### config.mk
export PLATFORM = sky130hd
export DESIGN_NAME = eoc_column_seq
export DESIGN_NICKNAME = d
export VERILOG_FILES = /design/src/rtl/eoc_pkg.sv /design/src/rtl/eoc_hit_tree.sv /design/src/rtl/eoc_cfg_loader.sv /design/src/rtl/eoc_readout_fsm.sv /design/src/rtl/eoc_column_seq.sv
export SDC_FILE = /design/constraint.sdc
export NUM_CORES = 1
export LEC_CHECK = 0
export BUFFER_PORTS_ARGS = -buffer_cell sky130_fd_sc_hd__buf_4
export CORE_AREA = 2 2 451 453
export CTS_BUF_LIST = sky130_fd_sc_hd__clkbuf_4 sky130_fd_sc_hd__clkbuf_8
export CTS_CLUSTER_DIAMETER = 60
export CTS_CLUSTER_SIZE = 12
export DETAILED_ROUTE_END_ITERATION = 16
export DIE_AREA = 0 0 453 455
export SLEW_MARGIN = 40
export SYNTH_ARGS = -nofsm -noshare
export SYNTH_HDL_FRONTEND = slang
export SYNTH_SLANG_ARGS = --single-unit
### constraint.sdc
create_clock -name clk -period 3.9 [get_ports clk]
set_clock_uncertainty 0.1 [all_clocks]
set_input_delay 0.195 -clock clk [delete_from_list [all_inputs] [get_ports clk]]
set_output_delay 0.195 -clock clk [all_outputs]
set_load 0.01 [all_outputs]
### src/rtl/eoc_pkg.sv
package eoc_pkg;

    // Readout walk states
    typedef enum logic [2:0] {
        ST_IDLE,
        ST_COLF,   // column flag bit
        ST_SPF,    // super-pixel flag bit
        ST_PIXF,   // pixel flag bit
        ST_DATA,   // pixel data bits
        ST_PASS    // token hand-off cycle
    } rd_state_e;

    // Serial side of the sequencer
    typedef struct packed {
        logic bit_out;
        logic valid;
        logic token;
        logic clk_en;
    } rd_out_t;

    function automatic int idx_w(input int n);
        return (n < 2) ? 1 : $clog2(n);
    endfunction

endpackage

### src/rtl/eoc_hit_tree.sv
module eoc_hit_tree #(
    parameter int NPIX    = 128,
    parameter int SP_SIZE = 16,
    localparam int NSP    = NPIX / SP_SIZE
) (
    input  logic [NPIX-1:0] pix_hit,
    output logic [NSP-1:0]  sp_hit,
    output logic            col_hit
);

    // One OR reduction per super-pixel
    for (genvar g = 0; g < NSP; g++) begin : g_sp
        assign sp_hit[g] = |pix_hit[g*SP_SIZE +: SP_SIZE];
    end

    assign col_hit = |sp_hit;

endmodule

### src/rtl/eoc_cfg_loader.sv
module eoc_cfg_loader #(
    parameter int TOTAL = 512,
    localparam int CW   = $clog2(TOTAL + 1)
) (
    input  logic clk,
    input  logic rst,
    input  logic start,
    input  logic cfg_bit,
    output logic busy,
    output logic col_cfg_bit
);

    logic [CW-1:0] cnt;

    always_ff @(posedge clk) begin
        if (rst) begin
            busy <= 1'b0;
            cnt  <= '0;
        end else if (!busy) begin
            if (start) begin
                busy <= 1'b1;
                cnt  <= '0;
            end
        end else if (cnt == CW'(TOTAL - 1)) begin
            busy <= 1'b0;
        end else begin
            cnt <= cnt + 1'b1;
        end
    end

    assign col_cfg_bit = busy & cfg_bit;

endmodule

### src/rtl/eoc_readout_fsm.sv
module eoc_readout_fsm
    import eoc_pkg::*;
#(
    parameter int NPIX    = 128,
    parameter int SP_SIZE = 16,
    parameter int DW      = 8,
    localparam int NSP    = NPIX / SP_SIZE,
    localparam int SPW    = idx_w(NSP),
    localparam int INW    = idx_w(SP_SIZE),
    localparam int BW     = idx_w(DW)
) (
    input  logic               clk,
    input  logic               rst,
    input  logic               start,
    input  logic [NPIX-1:0]    pix_hit,
    input  logic [NPIX*DW-1:0] pix_data,
    input  logic [NSP-1:0]     sp_hit,
    input  logic               col_hit,
    output logic               idle,
    output rd_out_t            rd_out
);

    rd_state_e          state;
    rd_state_e          adv_state;
    logic [SPW-1:0]     sp_idx;
    logic [INW-1:0]     pix_idx;
    logic [BW-1:0]      bit_idx;
    logic [SPW+INW-1:0] flat;
    logic [DW-1:0]      cur_word;
    logic               sp_last;
    logic               pix_last;
    logic               bit_last;

    assign flat     = {sp_idx, pix_idx};
    assign cur_word = pix_data[int'(flat)*DW +: DW];
    assign sp_last  = (sp_idx == SPW'(NSP - 1));
    assign pix_last = (pix_idx == INW'(SP_SIZE - 1));
    assign bit_last = (bit_idx == BW'(DW - 1));

    // State after the current pixel is finished
    always_comb begin
        if (!pix_last)
            adv_state = ST_PIXF;
        else if (!sp_last)
            adv_state = ST_SPF;
        else
            adv_state = ST_PASS;
    end

    always_ff @(posedge clk) begin
        if (rst) begin
            state   <= ST_IDLE;
            sp_idx  <= '0;
            pix_idx <= '0;
            bit_idx <= '0;
        end else begin
            case (state)
                ST_IDLE: begin
                    if (start) begin
                        state   <= ST_COLF;
                        sp_idx  <= '0;
                        pix_idx <= '0;
                        bit_idx <= '0;
                    end
                end
                ST_COLF: state <= col_hit ? ST_SPF : ST_PASS;
                ST_SPF: begin
                    pix_idx <= '0;
                    if (sp_hit[sp_idx])
                        state <= ST_PIXF;
                    else if (sp_last)
                        state <= ST_PASS;
                    else
                        sp_idx <= sp_idx + 1'b1;
                end
                ST_PIXF: begin
                    bit_idx <= '0;
                    if (pix_hit[flat]) begin
                        state <= ST_DATA;
                    end else begin
                        state <= adv_state;
                        if (!pix_last) pix_idx <= pix_idx + 1'b1;
                        else if (!sp_last) sp_idx <= sp_idx + 1'b1;
                    end
                end
                ST_DATA: begin
                    if (bit_last) begin
                        state <= adv_state;
                        if (!pix_last) pix_idx <= pix_idx + 1'b1;
                        else if (!sp_last) sp_idx <= sp_idx + 1'b1;
                    end else begin
                        bit_idx <= bit_idx + 1'b1;
                    end
                end
                ST_PASS: state <= ST_IDLE;
                default: state <= ST_IDLE;
            endcase
        end
    end

    assign idle = (state == ST_IDLE);

    always_comb begin
        rd_out.valid  = (state == ST_COLF) || (state == ST_SPF) ||
                        (state == ST_PIXF) || (state == ST_DATA);
        rd_out.token  = (state == ST_PASS);
        rd_out.clk_en = (state != ST_IDLE);
        case (state)
            ST_COLF: rd_out.bit_out = col_hit;
            ST_SPF:  rd_out.bit_out = sp_hit[sp_idx];
            ST_PIXF: rd_out.bit_out = pix_hit[flat];
            ST_DATA: rd_out.bit_out = cur_word[BW'(DW - 1) - bit_idx];
            default: rd_out.bit_out = 1'b0;
        endcase
    end

endmodule

### src/rtl/eoc_column_seq.sv
module eoc_column_seq
    import eoc_pkg::*;
#(
    parameter int ROWS    = 64,
    parameter int SP_ROWS = 8,
    parameter int DW      = 8,
    parameter int CFG_W   = 4,
    localparam int NPIX   = 2 * ROWS,
    localparam int SP_SIZE = 2 * SP_ROWS,
    localparam int NSP    = NPIX / SP_SIZE
) (
    input  logic               clk,
    input  logic               rst,
    input  logic               token_in,
    input  logic [NPIX-1:0]    pix_hit,
    input  logic [NPIX*DW-1:0] pix_data,
    input  logic               cfg_start,
    input  logic               cfg_bit,
    output logic               sdo,
    output logic               sdo_valid,
    output logic               token_out,
    output logic               col_clk_en,
    output logic               cfg_shift,
    output logic               col_cfg_bit
);

    logic [NSP-1:0] sp_hit;
    logic           col_hit;
    logic           rd_idle;
    logic           cfg_busy;
    logic           rd_go;
    logic           cfg_go;
    rd_out_t        rd_out;

    // Readout beats configuration when both requests land together
    assign rd_go  = token_in & rd_idle & ~cfg_busy;
    assign cfg_go = cfg_start & ~token_in & rd_idle & ~cfg_busy;

    eoc_hit_tree #(
        .NPIX    (NPIX),
        .SP_SIZE (SP_SIZE)
    ) u_tree (
        .pix_hit (pix_hit),
        .sp_hit  (sp_hit),
        .col_hit (col_hit)
    );

    eoc_readout_fsm #(
        .NPIX    (NPIX),
        .SP_SIZE (SP_SIZE),
        .DW      (DW)
    ) u_fsm (
        .clk      (clk),
        .rst      (rst),
        .start    (rd_go),
        .pix_hit  (pix_hit),
        .pix_data (pix_data),
        .sp_hit   (sp_hit),
        .col_hit  (col_hit),
        .idle     (rd_idle),
        .rd_out   (rd_out)
    );

    eoc_cfg_loader #(
        .TOTAL (NPIX * CFG_W)
    ) u_cfg (
        .clk         (clk),
        .rst         (rst),
        .start       (cfg_go),
        .cfg_bit     (cfg_bit),
        .busy        (cfg_busy),
        .col_cfg_bit (col_cfg_bit)
    );

    assign sdo        = rd_out.bit_out & rd_out.valid;
    assign sdo_valid  = rd_out.valid;
    assign token_out  = rd_out.token;
    assign cfg_shift  = cfg_busy;
    assign col_clk_en = rd_out.clk_en | cfg_busy;

endmodule

=== Word level (Yosys, flattened, before mapping) ===
Index checks and enable logic that the tools add are counted.

* Add/sub/neg operators: 5
* Bitwise gates (word level): 10
* Reduce and logical (&&, ||, !) cells: 22
* Shift-type cells: 1
* Order comparisons: 3
* Equality and inequality tests: 16
* Multiplexer cells: 36

{| class="wikitable"
|+ Operator list
! kind !! count
|-
| $shiftx 1024x11->8 || 1
|-
| $reduce_or 128->1 || 1
|-
| $reduce_or 16->1 || 8
|-
| $mux 3 || 15
|-
| $mux 10 || 3
|-
| $mux 4 || 4
|-
| $pmux 4 s4 || 1
|-
| $pmux 3 s5 || 1
|-
| $eq 3x3->1 const B || 4
|-
| $pmux 3 s4 || 1
|-
| $add 10x1->10 const B || 1
|-
| $eq 10x9->1 const B || 1
|-
| $pmux 3 s3 || 1
|-
| $lt 3x4->1 const B || 2
|-
| $lt 7x8->1 const B || 1
|-
| $ne 2x2->1 const B || 4
|-
| $and 1x1->1 || 7
|-
| $bmux 1 s7 || 1
|-
| $add 3x1->3 const B || 2
|-
| $bmux 1 s3 || 2
|-
| $eq 3x2->1 const B || 2
|-
| $mux 1 || 6
|-
| $reduce_and 3->1 || 2
|-
| $reduce_bool 3->1 || 2
|-
| 16 further kinds || 20
|}

* Register bits: 24
* Input bits: 1157

=== Depth between registers and ports, before layout ===
Gate-level depths: netlist (run 1).

* Depth after elaboration: 6
* Mapped depth: 14
* Gate-level depth less buffers: 9

=== Hierarchy ===
A second synthesis (run 1) with hierarchy kept.

* Cells, all modules: 1089
* Area total of the unflattened synthesis: 11473.5 um^2

{| class="wikitable"
|+ By module, submodules not included
! module !! instances !! sequential area each (um^2) !! area an instance (um^2) !! cells each
|-
| eoc_readout_fsm || 1 || 260.2 || 10581.4 || 979
|-
| eoc_cfg_loader || 1 || 220.2 || 584.3 || 63
|-
| eoc_hit_tree || 1 || 0.0 || 272.8 || 43
|-
| eoc_column_seq || 1 || 0.0 || 35.0 || 4
|}

=== Least setup slack after synthesis (run 1) ===
No wires, ideal clock.

* Kind: register to output
* Start point: register u_fsm.pix_idx[0]
* End point: output sdo
* Data arrival time: 2.675 ns
* Required time: 3.605 ns
* Cell stages (with the launch flop): 12
* Path slack: 0.930 ns
* Cell sequence: dfxtp_1 > buf_4 > buf_4 > buf_2 > buf_2 > mux4_2 > a221oi_1 > o22ai_1 > nor3_1 > o21ai_0 > nand3_1 > nand4_1

* Cells in the longest elaborated chain, start to end: 5
* Elaborated cells on any way between the ends: 7

{| class="wikitable"
|+ RTL lines
! what !! RTL line !! text
|-
| start, declared || eoc_readout_fsm.sv:26 || <nowiki>logic [INW-1:0] pix_idx;</nowiki>
|-
| start signal, assigned || eoc_readout_fsm.sv:82 || <nowiki>if (!pix_last) pix_idx <= pix_idx + 1'b1;</nowiki>
|-
| start signal, assigned || eoc_readout_fsm.sv:89 || <nowiki>if (!pix_last) pix_idx <= pix_idx + 1'b1;</nowiki>
|-
| $shiftx 1024x11->8 || eoc_readout_fsm.sv:35 || <nowiki>assign cur_word = pix_data[int'(flat)*DW +: DW];</nowiki>
|-
| $bmux 1 s3 || eoc_readout_fsm.sv:112 || <nowiki>ST_DATA: rd_out.bit_out = cur_word[BW'(DW - 1) - bit_idx];</nowiki>
|-
| $mux 1 (not written as such) || eoc_readout_fsm.sv:112 ||
|-
| $pmux 1 s4 * || eoc_readout_fsm.sv:108 || <nowiki>case (state)</nowiki>
|-
| $and 1x1->1 * || eoc_column_seq.sv:75 || <nowiki>assign sdo = rd_out.bit_out & rd_out.valid;</nowiki>
|-
| end, declared || eoc_column_seq.sv:19 || <nowiki>output logic sdo,</nowiki>
|}

Mark *: on every way between the ends. The rest lies on a longest branch, timed or not. The select of a mux whose other input is x is not followed.

=== Worst setup path in the final report (run 1) ===
Ends and elaborated chain as after synthesis.

==> summary.md, run 1 <==
| Metric | Value |
|---|---|
| IO buf count | `1162` |
| GP Congestion | `between 1 and 1.5` |
| Avg Cell Area, Syn | `11.1 um2` |
| CP top delay family | `buffers and inverters` |
| Clk sinks | `24` |
| Detailed Route WL | `144000 um` |
| Fin cells | `4972` |
| Number of H-tree levels | `1` |
| Global-route wire length before repair | `174000 um` |
| Synth top area cells | `mux4_2 (51%), mux2i_1 (11%), dfxtp_1 (4.3%)` |
| DRT Pass-1 Iters | `7` |
| Detailed-route DRC error count | `0` |
| Die Y | `455 um` |
| Seq/Total Area, Yosys | `4.31%` |
| Critical Path Start Type | `flip-flop` |
| Peak VDD IR | `89.0 uV` |
| Worst min path class | `in2reg` |
| Worst hold slack | `0.153 ns` |
| Remaining Overflow, GRT | `0` |
| IO Count | `between 1000 and 1500` |
| Final TNS setup | `-0.340 ns` |
| CP peak stage delay | `about 0.66 ns` |
| Vias | `16801` |
| Slowest CP cell | `mux4_2` |
| Hold Buf Count CTS | `0` |
| Clk root buf | `clkbuf_8` |
| Max cap viols | `0` |
| Row cnt | `roughly 170` |
| Unrepaired setup endpoints after global routing | `true` |
| DP Worst Slack | `-0.702 ns` |
| Worst-margin pin slew | `0.922 ns` |
| Worst Slack Setup Final | `-0.340 ns` |
| Layout net count | `3408` |
| Starting Density | `roughly 5.5%` |
| Largest net degree at the start of global routing | `55` |
| Cell taking the most area after synthesis | `mux4_2` |
| CP arrival | `a little under 4 ns` |
| Total power | `between 0.003 and 0.004 W` |
| 1st-iter DRT viols | `1132` |
| Setup Viol. Count Final | `1` |
| Critical path class | `reg2out` |
| Core area | `201000 um2` |
| Clock Path Buffers | `2` |
| Clk Latency, worst-skew pair | `0.28 ns` |
| Final Max Tran Viols | `0` |
| Die area | `206000 um2` |
| Mapped Cells | `1001` |
| Asr flop ratio synth | `0%` |
| Fillers | `22935` |
| YS warnings | `0` |
| Clk pin slew, worst setup/hold paths | `roughly 0.1 ns` |
| Synth Register Bits | `24` |
| Mean number of vias per cell | `3.38` |
| Highest Clock Rate | `0.236 GHz` |
| Mapped Nets | `2164` |
| Distinct cells, synth | `61` |
| Share of post-route cells with drive strength above 1 | `75.1%` |
| Ys flop type | `dfxtp_1` |
| CP Data Required Time | `between 3 and 4 ns` |
| CTS tree | `built` |
| Number of flops mapped to enable cells by yosys | `0` |
| Synth top cells by count | `mux4_2 (253), mux2i_1 (123), a21oi_1 (44)` |
| Synth top area share | `51.1%` |
| Top-count cell post-synth | `mux4_2` |
| Max FO, Critical Path | `5` |
| Antenna violations before repair | `~100` |
| Post-DP HPWL | `130000 um` |
| Buf+Inv Stages, Crit Path | `6` |
| Violated checks | `negative setup slack` |
| Pleak | `9.44 nW` |
| Mapped cell area | `11200 um2` |
| Status | `finished with violations` |
| Critical Path, Cell by Cell | `buf_16 > buf_12 > buf_16 > buf_4 > mux4_2 > a221oi_1 > o22ai_1 > nor3_1 > buf_4 > o21ai_2 > nand3_1 > nand4_1 > buf_6` |
| Vias in the first global route | `between 15000 and 20000` |
| Inst Count DP | `4888` |
| Gr usage total | `13.0%` |
| Worst rel slew slack | `36.8%` |
| Wire per inst | `about 29 um` |
| Fin crit period | `4.24 ns` |
| Die X | `453 um` |
| Final hold viol count | `0` |
| Worst Setup End Kind | `output port` |
| Post-route ant nets | `0` |
| Area delta synth->final | `126%` |
| Final Cycle Share | `109%` |
| CTS Buf Count | `3` |
| PD cells | `between 100 and 150 nW/um2` |
-- layout by cell type, fill, tap and decap left out, types with 4 or more instances in the layout --
| cell | netlist | final |
|---|---|---|
| a211oi_1 | 7 | 5 |
| a21oi_1 | 44 | 42 |
| a221oi_1 | 10 | 7 |
| a22o_1 | 14 | 12 |
| a22oi_1 | 18 | 14 |
| a22oi_2 | 0 | 4 |
| and2_1 | 6 | 5 |
| buf_12 | 0 | 27 |
| buf_16 | 0 | 5 |
| buf_4 | 30 | 1307 |
| buf_6 | 6 | 8 |
| dfxtp_1 | 24 | 17 |
| dfxtp_4 | 0 | 5 |
| diode_2 | 0 | 56 |
| ha_1 | 6 | 6 |
| mux2i_1 | 123 | 116 |
| mux2i_2 | 0 | 5 |
| mux4_2 | 253 | 253 |
| nand2_1 | 42 | 40 |
| nand2b_1 | 10 | 9 |
| nand3_1 | 22 | 21 |
| nand3b_1 | 5 | 5 |
| nand4_1 | 14 | 14 |
| nor2_1 | 37 | 36 |
| nor2b_1 | 9 | 6 |
| nor3_1 | 26 | 20 |
| nor3_2 | 0 | 5 |
| nor4_1 | 41 | 40 |
| o21ai_0 | 17 | 14 |
| o221ai_1 | 42 | 36 |
| o221ai_2 | 0 | 6 |
| o22a_1 | 4 | 4 |
| o22ai_1 | 34 | 33 |
| o31ai_1 | 5 | 4 |
| o32ai_1 | 4 | 4 |
| or3_1 | 5 | 5 |
| or3b_2 | 4 | 4 |
| xor2_1 | 7 | 7 |
-- power by group --
group	internal [W]	switching, W
logic	0.00163	0.00139
registers	0.000258	0.0000311
clock network	0.000138	0.0000919
-- cells by family after synthesis --
group           Yosys count  synth area share (%)
mux                     379                  62.5
simple gates            236                  11.4
compound gates          224                  14.4
buf+inv                 122                  5.93
flops                    24                  4.31
xor+xnor                 10                 0.785
fa+ha+maj                 6                 0.673
-- metrics by stage --
stage / util, % / cell area, um2
2_1_floorplan: - / 11200
3_3_place_gp: 12.0 / 24200
3_5_place_dp: 12.1 / 24300
4_1_cts: 12.3 / 24800
5_1_grt: 12.5 / 25100
6_report: 12.5 / 25200
-- state kept, by name, summed over array words and instances, names as in the netlist --
signal / cells
u_cfg.busy: 1
u_cfg.cnt: 10
u_fsm.bit_idx: 3
u_fsm.pix_idx: 4
u_fsm.sp_idx: 3
u_fsm.state: 3
-- metal layers --
layer | part of all wire (%) | vias up | track usage (%)
met4 | 4.7 | 28 | 5.78
met3 | 6.4 | 253 | 2.55
met5 | 0.12 | - | 0
met2 | 53 | 1005 | 24.2
met1 | 36 | 8505 | 14.1
li1 | - | 7010 | -
-- final timing paths --
kind / from / to / slack, ns / depth (start not counted)
setup reg to reg: u_fsm.pix_idx[1] / u_fsm.sp_idx[0] / 0.45 / 11
hold reg to reg: u_cfg.cnt[2] / u_cfg.cnt[2] / 0.44 / 2
hold / removal: rst / u_fsm.pix_idx[0] / 0.15 / 2
setup / recovery: u_fsm.pix_idx[0] / sdo / -0.34 / 13
-- layout make-up --
| type | count | area [um2] | area share (%) |
|---|---|---|---|
| clock inverters | 1 | 30.0 | 0.119 |
| flip-flops and latches | 24 | 502 | 1.99 |
| well taps | 2672 | 3340 | 13.3 |
| repair buffers | 1355 | 10700 | 42.6 |
| inverters | 6 | 27.5 | 0.109 |
| multi-input cells | 855 | 10400 | 41.2 |
| clock buffers | 3 | 41.3 | 0.164 |
| diodes | 56 | 140 | 0.556 |
-- repair_timing --
item	4_1_cts	5_1_grt
buffers inserted	13	9
resized for setup	48	30
setup endpoints to repair	1	1
cloned	3	3
pin swaps	10	12
(Power assumes the default switching activity.)
==> run 2: changes to the inputs <==
ABC_AREA = 1   (was default)
CORE_AREA = 2 2 457 459   (was 2 2 451 453)
DIE_AREA = 0 0 459 461   (was 0 0 453 455)
==> run 2 against run 1 <==
- the run now ends clean
- highest routed layer unchanged
- register-to-register slack improved by 0.08 ns
- global-route usage grew 1.7 points
- critical path depth increased by 5
- maximum frequency is 15% higher
- via count up 49%
- area after synthesis increased by 18%
- cell count rose by 35%
- first-iteration DRC count rose by 62%
- synthesized cell count grew to 2.9 times the previous value
- clock power decreased by 21%
==> summary.md, run 2 <==
| Metric | Value |
|---|---|
| Commonest cells after routing, fill and taps aside | `nand2_1 (1263), buf_4 (1252), nand3_1 (1105) (was buf_4 (1307), mux4_2 (253), mux2i_1 (116))` |
| Worst reg2reg startpoint | `u_fsm.pix_idx[2] (was u_fsm.pix_idx[1])` |
| Mapped cell area | `13200 um2 (was 11200 um2)` |
| Antenna violations before repair | `113 (was 104)` |
| Largest net degree at the start of global routing | `87 (was 55)` |
| Synth top area share | `43.3% (was 51.1%)` |
| Register share of total power | `4.1% (was 8.2%)` |
| Hold Buf Count CTS | `0 (unchanged)` |
| CTS tree | `built (unchanged)` |
| Die area | `212000 um2 (was 206000 um2)` |
| Asr flop ratio synth | `0% (unchanged)` |
| Starting Density | `6.38% (was 5.54%)` |
| IO buf count | `1162 (unchanged)` |
| Worst rel slew slack | `51.8% (was 36.8%)` |
| Largest Register | `u_cfg.cnt (unchanged)` |
| Most common cell after layout, fill and taps aside | `nand2_1 (was buf_4)` |
| Clock share of power | `2.4% (was 6.5%)` |
| CTS Buf Count | `3 (unchanged)` |
| Top-count cell post-synth | `nand2_1 (was mux4_2)` |
| Number of H-tree levels | `1 (unchanged)` |
| YS warnings | `0 (unchanged)` |
| IO Count | `1163 (unchanged)` |
| Combinational fraction of design power | `93.5% (was 85.3%)` |
| Internal power | `0.00290 W (was 0.00202 W)` |
| Post-placement cell area | `25600 um2 (was 24300 um2)` |
| Vias in the first global route | `23734 (was 17149)` |
| Peak VDD IR | `216 uV (was 89.0 uV)` |
| Total power | `0.00758 W (was 0.00354 W)` |
| Distinct cells, synth | `31 (was 61)` |
| Max cap viols | `0 (unchanged)` |
| Share of post-route cells with drive strength above 1 | `34.4% (was 75.1%)` |
| Critical Path Start Type | `flip-flop (unchanged)` |
| Post-route cell area | `26200 um2 (was 25200 um2)` |
| Clk pin slew, worst setup/hold paths | `0.13 ns (was 0.10 ns)` |
| Hold Path End | `u_fsm.sp_idx[2] (was u_fsm.pix_idx[0])` |
| Number of flops mapped to enable cells by yosys | `0 (unchanged)` |
| Worst Setup End Kind | `output port (unchanged)` |
| Worst min path class | `in2reg (unchanged)` |
| Clk Latency, worst-skew pair | `0.30 ns (was 0.28 ns)` |
| Psw | `0.00468 W (was 0.00152 W)` |
| Setup Viol. Count Final | `0 (was 1)` |
| Clk sinks | `24 (unchanged)` |
| Buf+Inv Stages, Crit Path | `4 (was 6)` |
| Post-DP HPWL | `142000 um (was 130000 um)` |
| Ys flop type | `dfxtp_1 (unchanged)` |
| Switching Share | `61.7% (was 42.8%)` |
| Mapped Cells | `2905 (was 1001)` |
| Max FO, Critical Path | `84 (was 5)` |
| Multi-input gate area | `11600 um2 (was 10400 um2)` |
| Avg Cell Area, Syn | `4.54 um2 (was 11.1 um2)` |
| Wire per inst | `24.8 um (was 29.0 um)` |
| Slowest CP cell | `dfxtp_4 (was mux4_2)` |
| DRT Pass-1 Iters | `5 (was 7)` |
| 1st-iter DRT viols | `1839 (was 1132)` |
| R2r worst-path depth | `15 (was 11)` |
| Global-route wire length before repair | `211000 um (was 174000 um)` |
| PD cells | `289 nW/um2 (was 140 nW/um2)` |
| Post-route ant nets | `0 (unchanged)` |
| CP Data Required Time | `3.61 ns (about the same)` |
| Core area | `206000 um2 (was 201000 um2)` |
| Area delta synth->final | `98.8% (was 126%)` |
| Pleak | `12.1 nW (was 9.44 nW)` |
| CP top delay family | `simple AND/OR/NAND/NOR gates (was buffers and inverters)` |
| Fillers | `24594 (was 22935)` |
| Cell mode on critical path | `nand3_1` |
| Max reg flops | `10 (unchanged)` |
| Final Util | `12.7% (was 12.5%)` |
| Fin crit period | `3.69 ns (was 4.24 ns)` |
| Remaining Overflow, GRT | `0 (unchanged)` |
| Die X | `459 um (was 453 um)` |
| GP Congestion | `0.940 (was 1.05)` |
| Synth top area cells | `nand3_1 (43%), nand2_1 (36%), buf_2 (6.1%) (was mux4_2 (51%), mux2i_1 (11%), dfxtp_1 (4.3%))` |
| Register Area | `500 um2 (was 502 um2)` |
| Critical path class | `reg2out (unchanged)` |
| Highest Clock Rate | `0.271 GHz (was 0.236 GHz)` |
| CP arrival | `3.39 ns (was 3.95 ns)` |
| Synth top cells by count | `nand2_1 (1266), nand3_1 (1141), buf_2 (160) (was mux4_2 (253), mux2i_1 (123), a21oi_1 (44))` |
| Final Max Tran Viols | `0 (unchanged)` |
| Final Cycle Share | `94.6% (was 109%)` |
| Layout net count | `5119 (was 3408)` |
| Row cnt | `167 (was 165)` |
| CP peak stage delay | `0.38 ns (was 0.66 ns)` |
| Largest regs | `u_cfg.cnt (10), u_fsm.pix_idx (4) (unchanged)` |
| Final hold viol count | `0 (unchanged)` |
| Seq/Total Area, Yosys | `3.65% (was 4.31%)` |
| Die Y | `461 um (was 455 um)` |
| Detailed Route WL | `167000 um (was 144000 um)` |
| Mean number of vias per cell | `3.74 (was 3.38)` |
| Worst hold start | `rst (unchanged)` |
| R2R Path End | `u_fsm.pix_idx[1] (was u_fsm.sp_idx[0])` |
| Vias | `25068 (was 16801)` |
| Status | `finished clean (was finished with violations)` |
| Mapped Nets | `4068 (was 2164)` |
| Gr usage total | `14.7% (was 13.0%)` |
| Clock Path Buffers | `2 (unchanged)` |
| Detailed-route DRC error count | `0 (unchanged)` |
| R2R Setup Slk | `0.53 ns (was 0.45 ns)` |
| Critical Path, Cell by Cell | `buf_12 > clkinv_16 > buf_16 > nand2_1 > nand3_1 > nand3_1 > nand3_1 > nand3_2 > nand3_1 > nand3_1 > nand2_1 > nand2_1 > nand3_1 > nand3_1 > nand2_1 > nand2_2 > nand2_4 > buf_4 (was buf_16 > buf_12 > buf_16 > buf_4 > mux4_2 > a221oi_1 > o22ai_1 > nor3_1 > buf_4 > o21ai_2 > nand3_1 > nand4_1 > buf_6)` |
| Worst-margin pin slew | `0.720 ns (was 0.922 ns)` |
| Clk root buf | `clkbuf_8 (unchanged)` |
| Synth Register Bits | `24 (unchanged)` |
| Cell taking the most area after synthesis | `nand3_1 (was mux4_2)` |
| Worst hold stages | `2 (unchanged)` |
==> run 2: changes by cell type in the layout (fill, tap and decap cells not counted), sizes merged, moves of 23 or more <==
cell / before / now
nor4: 41 / 1
o22ai: 34 / 1
mux2i: 123 / 0
mux4: 254 / 0
nor2: 37 / 99
a21oi: 44 / 21
nand3: 22 / 1141
inv: 5 / 38
nand2: 43 / 1268
o221ai: 42 / 0
buf: 1351 / 1295
==> run 2: how the worst max path moves through the flow <==
stage                           startpoint  end  cells after the start
after global placement    u_fsm.pix_idx[0]  sdo                     17
after global routing      u_fsm.pix_idx[0]  sdo                     20
final                     u_fsm.pix_idx[0]  sdo                     18
after CTS                 u_fsm.pix_idx[0]  sdo                     21
after detailed placement  u_fsm.pix_idx[0]  sdo                     17
after floorplan           u_fsm.pix_idx[0]  sdo                     17
==> run 2: logic make-up after synthesis <==
kind of cell    count (synthesis)  synth area share (%)
compound gates                 41                  1.77
xor+xnor                        2                 0.133
fa+ha+maj                       6                 0.570
buf+inv                       294                  10.2
flops                          24                  3.65
simple gates                 2538                  83.7
==> run 2: per-stage QoR <==
step / setup slack (ns) / instances / TNS (ns) / hold slack [ns]
2_1_floorplan: 1.82 / 2905 / 0 / 0.173
3_3_place_gp: -0.167 / 6650 / -0.167 / 0.378
3_5_place_dp: -0.143 / 6650 / -0.143 / 0.381
4_1_cts: 0.0453 / 6658 / 0 / 0.112
5_1_grt: -0.000422 / 6696 / -0.000422 / 0.146
6_report: 0.211 / 6704 / 0 / 0.110
==> run 2: cell type report <==
type | instances | share of cell area (%)
multi-input cells | 2587 | 44.2
repair buffers | 1298 | 39.6
well taps | 2704 | 12.9
flip-flops and latches | 24 | 1.91
inverters | 42 | 0.788
diodes | 45 | 0.430
clock buffers | 3 | 0.158
clock inverters | 1 | 0.0143
==> run 2: repair_timing <==
item | in CTS | in global routing
cloned | 2 | 1
gates resized for setup | 34 | 24
buffers inserted | 2 | 0
endpoints found under the setup margin | 1 | 1
==> run 2: routing by layer <==
metal	track usage (%)	wire [um]	share of wire, %
met4	6.05	7360	4.4
met3	3.53	13200	8.0
met5	0	358	0.21
met1	16.6	63000	38
met2	26.4	82600	50
==> run 2: power groups by stage <==
stage / Sequential (W) / Combinational (W) / Clock (W)
5_1_grt: 0.000316 / 0.00785 / 0.000194
2_1_floorplan: 0.000306 / 0.00344 / 0
6_report: 0.000312 / 0.00709 / 0.000180
3_5_place_dp: 0.000336 / 0.00700 / 0
3_3_place_gp: 0.000336 / 0.00704 / 0
4_1_cts: 0.000313 / 0.00724 / 0.000189
